$ cat config.mk
export PLATFORM = sky130hd
export DESIGN_NAME = yuv_fmt_mux
export DESIGN_NICKNAME = d
export VERILOG_FILES = /design/src/rtl/yuv_fmt_pkg.sv /design/src/rtl/yuv_phase_ctr.sv /design/src/rtl/yuv_chroma_pack.sv /design/src/rtl/yuv_out_reg.sv /design/src/rtl/yuv_fmt_mux.sv
export SDC_FILE = /design/constraint.sdc
export NUM_CORES = 1
export LEC_CHECK = 0
export BUFFER_PORTS_ARGS = -buffer_cell sky130_fd_sc_hd__buf_2
export CAP_MARGIN = 20
export CORE_MARGIN = 1
export CORE_UTILIZATION = 49
export DETAILED_ROUTE_END_ITERATION = 8
export GPL_ROUTABILITY_DRIVEN = 0
export PLACE_DENSITY_LB_ADDON = 0.15
export SETUP_SLACK_MARGIN = 0.5
export SLEW_MARGIN = 15
export SYNTH_ARGS = -nofsm -noshare
export SYNTH_HDL_FRONTEND = slang
export SYNTH_HIERARCHICAL = 1
export SYNTH_SLANG_ARGS = --single-unit
$ cat constraint.sdc
create_clock -name clk_i -period 1.9 [get_ports clk_i]
set_input_delay 0.19 -clock clk_i [delete_from_list [all_inputs] [get_ports clk_i]]
set_output_delay 0.19 -clock clk_i [all_outputs]
set_load 0.02 [all_outputs]
$ cat src/rtl/yuv_fmt_pkg.sv
package yuv_fmt_pkg;
  typedef enum logic [1:0] {
    FMT_411  = 2'b00,
    FMT_422  = 2'b01,
    FMT_444  = 2'b10,
    FMT_444X = 2'b11
  } fmt_e;
endpackage

$ cat src/rtl/yuv_phase_ctr.sv
module yuv_phase_ctr #(
  parameter int PH_W = 2
) (
  input  logic            clk_i,
  input  logic            rst_ni,
  input  logic            init_i,
  output logic [PH_W-1:0] ph_o
);
  logic            init_q;
  logic            rise;
  logic [PH_W-1:0] ph_q;

  assign rise = init_i & ~init_q;
  assign ph_o = rise ? '0 : ph_q;

  always_ff @(posedge clk_i or negedge rst_ni) begin
    if (!rst_ni) begin
      init_q <= 1'b0;
      ph_q   <= '0;
    end else begin
      init_q <= init_i;
      ph_q   <= ph_o + 1'b1;
    end
  end

  assert_init_align_R7: assert property (@(posedge clk_i) disable iff (!rst_ni)
    rise |=> ph_q == PH_W'(1));
  assert_phase_step_R8: assert property (@(posedge clk_i) disable iff (!rst_ni)
    !rise |=> ph_q == $past(ph_q) + 1'b1);
endmodule

$ cat src/rtl/yuv_chroma_pack.sv
module yuv_chroma_pack
  import yuv_fmt_pkg::*;
#(
  parameter int DW   = 8,
  parameter int PH_W = 2
) (
  input  logic            clk_i,
  input  logic            rst_ni,
  input  fmt_e            fmt_i,
  input  logic [PH_W-1:0] ph_i,
  input  logic [DW-1:0]   y_i,
  input  logic [DW-1:0]   u_i,
  input  logic [DW-1:0]   v_i,
  output logic [DW-1:0]   a_d_o,
  output logic [DW-1:0]   b_d_o,
  output logic [DW-1:0]   c_d_o
);
  localparam int NW = DW / 2;
  localparam logic [DW-1:0] FLAG = DW'(1) << (DW - 1);

  logic [DW-1:0] hu_q, hv_q, gu, gv;

  // group pair: live at phase 0, held afterwards
  assign gu = (ph_i == '0) ? u_i : hu_q;
  assign gv = (ph_i == '0) ? v_i : hv_q;

  always_ff @(posedge clk_i or negedge rst_ni) begin
    if (!rst_ni) begin
      hu_q <= '0;
      hv_q <= '0;
    end else if (ph_i == '0) begin
      hu_q <= u_i;
      hv_q <= v_i;
    end
  end

  always_comb begin
    a_d_o = y_i;
    b_d_o = u_i;
    c_d_o = v_i;
    unique case (fmt_i)
      FMT_422: begin
        b_d_o = ph_i[0] ? v_i : u_i;
        c_d_o = ph_i[0] ? '0 : FLAG;
      end
      FMT_411: begin
        unique case (ph_i[1:0])
          2'd0: b_d_o = {{(DW-NW){1'b0}}, gu[DW-1:NW]};
          2'd1: b_d_o = {{(DW-NW){1'b0}}, gu[NW-1:0]};
          2'd2: b_d_o = {{(DW-NW){1'b0}}, gv[DW-1:NW]};
          default: b_d_o = {{(DW-NW){1'b0}}, gv[NW-1:0]};
        endcase
        c_d_o = (ph_i == '0) ? FLAG : '0;
      end
      default: ;
    endcase
  end
endmodule

$ cat src/rtl/yuv_out_reg.sv
module yuv_out_reg #(
  parameter int DW = 8
) (
  input  logic          clk_i,
  input  logic          rst_ni,
  input  logic          oe_i,
  input  logic [DW-1:0] d_i,
  output logic [DW-1:0] d_o,
  output logic          vld_o
);
  always_ff @(posedge clk_i or negedge rst_ni) begin
    if (!rst_ni) begin
      d_o   <= '0;
      vld_o <= 1'b0;
    end else begin
      d_o   <= oe_i ? d_i : '0;
      vld_o <= oe_i;
    end
  end

  assert_gate_off_R9: assert property (@(posedge clk_i) disable iff (!rst_ni)
    !oe_i |=> (d_o == '0 && !vld_o));
  assert_gate_on_R9: assert property (@(posedge clk_i) disable iff (!rst_ni)
    oe_i |=> (vld_o && d_o == $past(d_i)));
  always_comb if (!rst_ni) assert_rst_clear_R1: assert (d_o == '0 && !vld_o);
endmodule

$ cat src/rtl/yuv_fmt_mux.sv
module yuv_fmt_mux
  import yuv_fmt_pkg::*;
#(
  parameter int DW   = 8,
  parameter int PH_W = 2
) (
  input  logic          clk_i,
  input  logic          rst_ni,
  input  logic          init_i,
  input  logic [1:0]    mode_i,
  input  logic [DW-1:0] y_i,
  input  logic [DW-1:0] u_i,
  input  logic [DW-1:0] v_i,
  input  logic          oe_a_i,
  input  logic          oe_b_i,
  input  logic          oe_c_i,
  output logic [DW-1:0] a_o,
  output logic [DW-1:0] b_o,
  output logic [DW-1:0] c_o,
  output logic          a_vld_o,
  output logic          b_vld_o,
  output logic          c_vld_o
);
  localparam int NBUS = 3;

  logic [PH_W-1:0] ph;
  logic [DW-1:0]   d_nxt [NBUS];
  logic [DW-1:0]   d_q   [NBUS];
  logic [NBUS-1:0] oe, vld;

  assign oe = {oe_c_i, oe_b_i, oe_a_i};

  yuv_phase_ctr #(.PH_W(PH_W)) i_phase (
    .clk_i, .rst_ni, .init_i, .ph_o(ph)
  );

  yuv_chroma_pack #(.DW(DW), .PH_W(PH_W)) i_pack (
    .clk_i, .rst_ni, .fmt_i(fmt_e'(mode_i)), .ph_i(ph),
    .y_i, .u_i, .v_i,
    .a_d_o(d_nxt[0]), .b_d_o(d_nxt[1]), .c_d_o(d_nxt[2])
  );

  for (genvar i = 0; i < NBUS; i++) begin : g_bus
    yuv_out_reg #(.DW(DW)) i_out (
      .clk_i, .rst_ni, .oe_i(oe[i]), .d_i(d_nxt[i]), .d_o(d_q[i]), .vld_o(vld[i])
    );
  end

  assign a_o = d_q[0];
  assign b_o = d_q[1];
  assign c_o = d_q[2];
  assign {c_vld_o, b_vld_o, a_vld_o} = vld;

  assert_pass_R3: assert property (@(posedge clk_i) disable iff (!rst_ni)
    (mode_i == 2'b10 && &oe) |=> (a_o == $past(y_i) && b_o == $past(u_i) && c_o == $past(v_i)));
  assert_alt_pass_R4: assert property (@(posedge clk_i) disable iff (!rst_ni)
    (mode_i == 2'b11 && &oe) |=> (b_o == $past(u_i) && c_o == $past(v_i)));
  assert_u_flag_R5: assert property (@(posedge clk_i) disable iff (!rst_ni)
    (mode_i == 2'b01 && oe_c_i && !ph[0]) |=> c_o[DW-1]);
  assert_group_flag_R6: assert property (@(posedge clk_i) disable iff (!rst_ni)
    (mode_i == 2'b00 && oe_c_i && ph != '0) |=> c_o == '0);
endmodule

# After elaboration in Yosys (flattened, before gate mapping)
# Cells that the tools add are included.
[word_totals]
register_bits = 46
latchBits = 0
ram_bits = 0
rom_bits = 0
inputBits = 32
output_inout_bits = 27
elab_cells = 29
memories = 0
[op_classes]
n_addsub = 1
n_mul = 0
n_div = 0
magnitude_cmp = 0
n_eq_ne = 3
shifts = 0
mux = 11
bitwise_logic = 2
reduce_logical = 2
[ops]
columns = ["cell", "n"]
rows = [
  ["$mux 8", 7],
  ["$pmux 8 s2", 2],
  ["$pmux 4 s3", 1],
  ["$eq 2x1->1 const B", 2],
  ["$logic_not 2->1", 2],
  ["$add 2x1->2 const B", 1],
  ["$eq 2x2->1 const B", 1],
  ["$mux 2", 1],
  ["$and 1x1->1", 1],
  ["$not 1->1", 1],
]

# Depth between registers and ports, before layout
[logic_depth]
depth_word = 8
ltp_mapped = 7
mapped_depth_nobuf = 6

# Modules after synthesis
# Netlist, hierarchy kept.
[modules_own_cells]
columns = ["module", "instances", "cells_per_inst", "area_per_inst_um2", "seq_area_each_um2"]
rows = [
  ["yuv_chroma_pack", 1, 72, 828.3, 300.3],
  ["yuv_out_reg", 3, 17, 275.3, 225.2],
  ["yuv_phase_ctr", 1, 9, 121.4, 75.1],
]

# Worst setup path after synthesis
# No wires, ideal clock.
[synth_path]
path_type = "register -> register"
start = "register i_phase.init_q"
end = "register g_bus[1].i_out.d_o[1]"
setup_time_ps = 119
arrival_time_ps = 1650
required_time_ps = 1781
path_slack_ps = 131
path_stages_with_launch = 8
path_buffers = 1
period_less_slack_ps = 1769
cell_sequence = "dfrtp_1 > nand2b_4 > and2_1 > buf_6 > mux4_2 > o22a_1 > o22a_1 > and2_1"
[synth_rtl]
columns = ["item", "line_no", "source"]
rows = [
  ["from (decl)", "yuv_phase_ctr.sv:9", "logic init_q;"],
  ["from (signal assigned)", "yuv_phase_ctr.sv:21", "init_q <= init_i;"],
  ["to (signal assigned)", "yuv_out_reg.sv:16", "d_o <= oe_i ? d_i : '0;"],
  ["to (decl)", "yuv_out_reg.sv:8", "output logic [DW-1:0] d_o,"],
]

==> results_dict.tcl <==
set metrics [dict create \
    hpwlAfterDp_um 2430 \
    synth-seq-cells 42 \
    postCtsHoldBufs 1 \
    grt_antenna_before_repair 0 \
    grt_use_total 0.186 \
    total_leakage_power_nw 1.18 \
    rsz0062_at_grt "true" \
    dieArea_sq_mm 0.00387 \
    yosysSeqAreaShare 0.592 \
    hold_viol_final 0 \
    grtUsageMet2 0.305 \
    p_per_area_mw_per_mm2 1020 \
    wirelength_um 3370 \
    io_buffers 58 \
    finalNonFillerCells 240 \
    skew_ns 0.0143 \
    syn_avg_cell_area_sq_um 13.5 \
    placed_area_sq_mm 0.00207 \
    tightest_slew_ns 0.508 \
    tritoncts "built" \
    whs_ns 0.00947 \
    fin_tns_setup_ns 0 \
    ys_warn_count 6 \
    relSlewSlack 0.661 \
    firstDrtPassIters 4 \
    cpMaxStageDelayCell "mux4_2" \
    layout_commonest_cell "buf_2" \
    die_h_um 62.2 \
    final_area_sq_mm 0.00228 \
    path_max_fanout 5 \
    cts_sinks 42 \
    endpoint_kind "flip-flop" \
    drc 0 \
    ir_worst_vdd_v 0.000687 \
    crit_path_frequent_cell "o22a_1" \
    synth_edf_count 0 \
    vias 1159 \
    synth_area_sq_mm 0.00178 \
    r2r_slack_ns 0.19 \
    finalPower_mw 2.33 \
    drive_gt1_frac 0.500 \
    dp_cells 226 \
    io_pins 59 \
    htreeDepth 2 \
    grt_remaining_overflow 0 \
    grt_max_degree 23 \
    rows 21 \
    async_flop_share 1.00 \
    cp-start-kind "flip-flop" \
    nFillCells 292 \
    drv_slew 0 \
    drtIter0Drc 42 \
    drv_cap 0 \
    finalWorstSetupSlack_ns 0.187 \
    grt_pass1_vias 1163 \
    fin_crit_sh 0.901 \
    period_needed_ns 1.71 \
    synth_cell_types 20 \
    synthCells 132 \
    nets 225 \
    fmax_mhz 584 \
    initial_core_util 0.520 \
    layout_common_cells "buf_2 (58), dfrtp_1 (42), and2_1 (30)" \
    worstSkewPairLatency_ns 0.34 \
    vias_per_cell 4.83 \
    grt_use_met3 0.0515 \
    cp_cell_sequence "nand2b_4 > and2_4 > mux4_2 > o22a_1 > o22a_1 > and2_1" \
    cp.required_ns 2.15 \
    ys.flop_type "dfrtp_1" \
    clockBufferDepth 2 \
    pre_cts_ws_ns 0.161 \
    cts-root-buf "clkbuf_4" \
    hold_path_class "in2reg" \
    postRouteAntennaNets 0 \
    setup_viol 0 \
    critPathKind "reg2reg" \
    area_growth_pct 28.2 \
    grt-busiest-layer "met2" \
    fin_util 0.666 \
    multi_input_area_sq_um 697 \
    path_clk_slew_ns 0.12 \
    synth_nets 164 \
    arrival_ns 1.96 \
    status "finished, final reports clean" \
    n_antenna_cell 0 \
    coreArea_sq_mm 0.00342 \
    regArea_sq_mm 0.00105 \
    routedWlPerCell_um 14.1 \
    grt_pass1_wl_um 5440 \
    max_stage_delay_ns 0.51 \
    grt_use_met1 0.240 \
    die_x_um 62.2 \
    cts_made_buffers 5 \
]
[worst max-delay path: cells and delay by family, from the launching register on]
family	cells	cell delay, ns
muxes	1	0.51
and+or+nand+nor	3	0.43
AOI/OAI and AO/OA	2	0.36
DFF	1	0.33
[kinds of logic after synthesis]
family / count (synthesis) / share of synthesized area
xor gates and xnor gates: 1 / 0.00493
AOI/OAI and AO/OA: 17 / 0.0768
and+or+nand+nor: 41 / 0.145
muxes: 16 / 0.127
buffers and inverters: 15 / 0.0543
DFF: 42 / 0.592
[where the power goes]
part / switching (mW) / leakage [nW] / internal (mW)
clock network: 0.258 / 0.0395 / 0.279
logic: 0.276 / 0.614 / 0.407
registers: 0.0712 / 0.524 / 1.04
[sequential cells by signal, summed over array words and instances, names as in the netlist]
register           cells
i_phase/init_q         1
i_pack/hu_q            4
i_pack/hv_q            8
g_bus.i_out/vld_o      3
i_phase/ph_q           2
g_bus.i_out/d_o       24
[per-layer routing]
| metal | vias up | part of all wire |
|---|---|---|
| li1 | 562 | - |
| met5 | - | 0 |
| met2 | 37 | 0.48 |
| met3 | 4 | 0.054 |
| met1 | 556 | 0.45 |
| met4 | 0 | 0.0095 |
[path summary, 6_finish.rpt]
kind                                         end             from  cells after the start
setup / recovery           g_bus[1].i_out/d_o[1]   i_phase/init_q                      6
hold reg to reg                  i_phase/ph_q[0]  i_phase/ph_q[0]                      1
setup reg to reg           g_bus[1].i_out/d_o[1]   i_phase/init_q                      6
hold / removal                    i_phase/init_q           init_i                      1
max in group asynchronous         i_pack/hu_q[2]           rst_ni                      3
min in group asynchronous  g_bus[1].i_out/d_o[1]           rst_ni                      2
[what timing repair did]
action	CTS	global route
pin swaps	7	4
gates resized for setup	19	5
setup buffers	4	1
setup endpoints to repair	20	21
hold endpoints to repair	22	1
[area by class of cell]
cell class	count	share of cell area
well taps	46	0.0253
inverters	2	0.00330
multi-input cells	75	0.306
clock buffers	7	0.0198
flip-flops and latches	42	0.462
clock inverters	1	0.0132
repair buffers	67	0.170
[cells in the mapped netlist, types with 2 or more instances]
master,instances,area (sq um)
a22o_1,5,43.8
and2_1,34,213
buf_2,2,10.0
buf_4,8,60.1
clkbuf_1,2,7.51
dfrtp_1,42,1050
inv_1,2,7.51
mux2_2,12,135
mux4_2,4,90.1
nand2_1,3,11.3
o21ai_0,2,10.0
o22a_1,8,70.1
(Power assumes the default switching activity.)
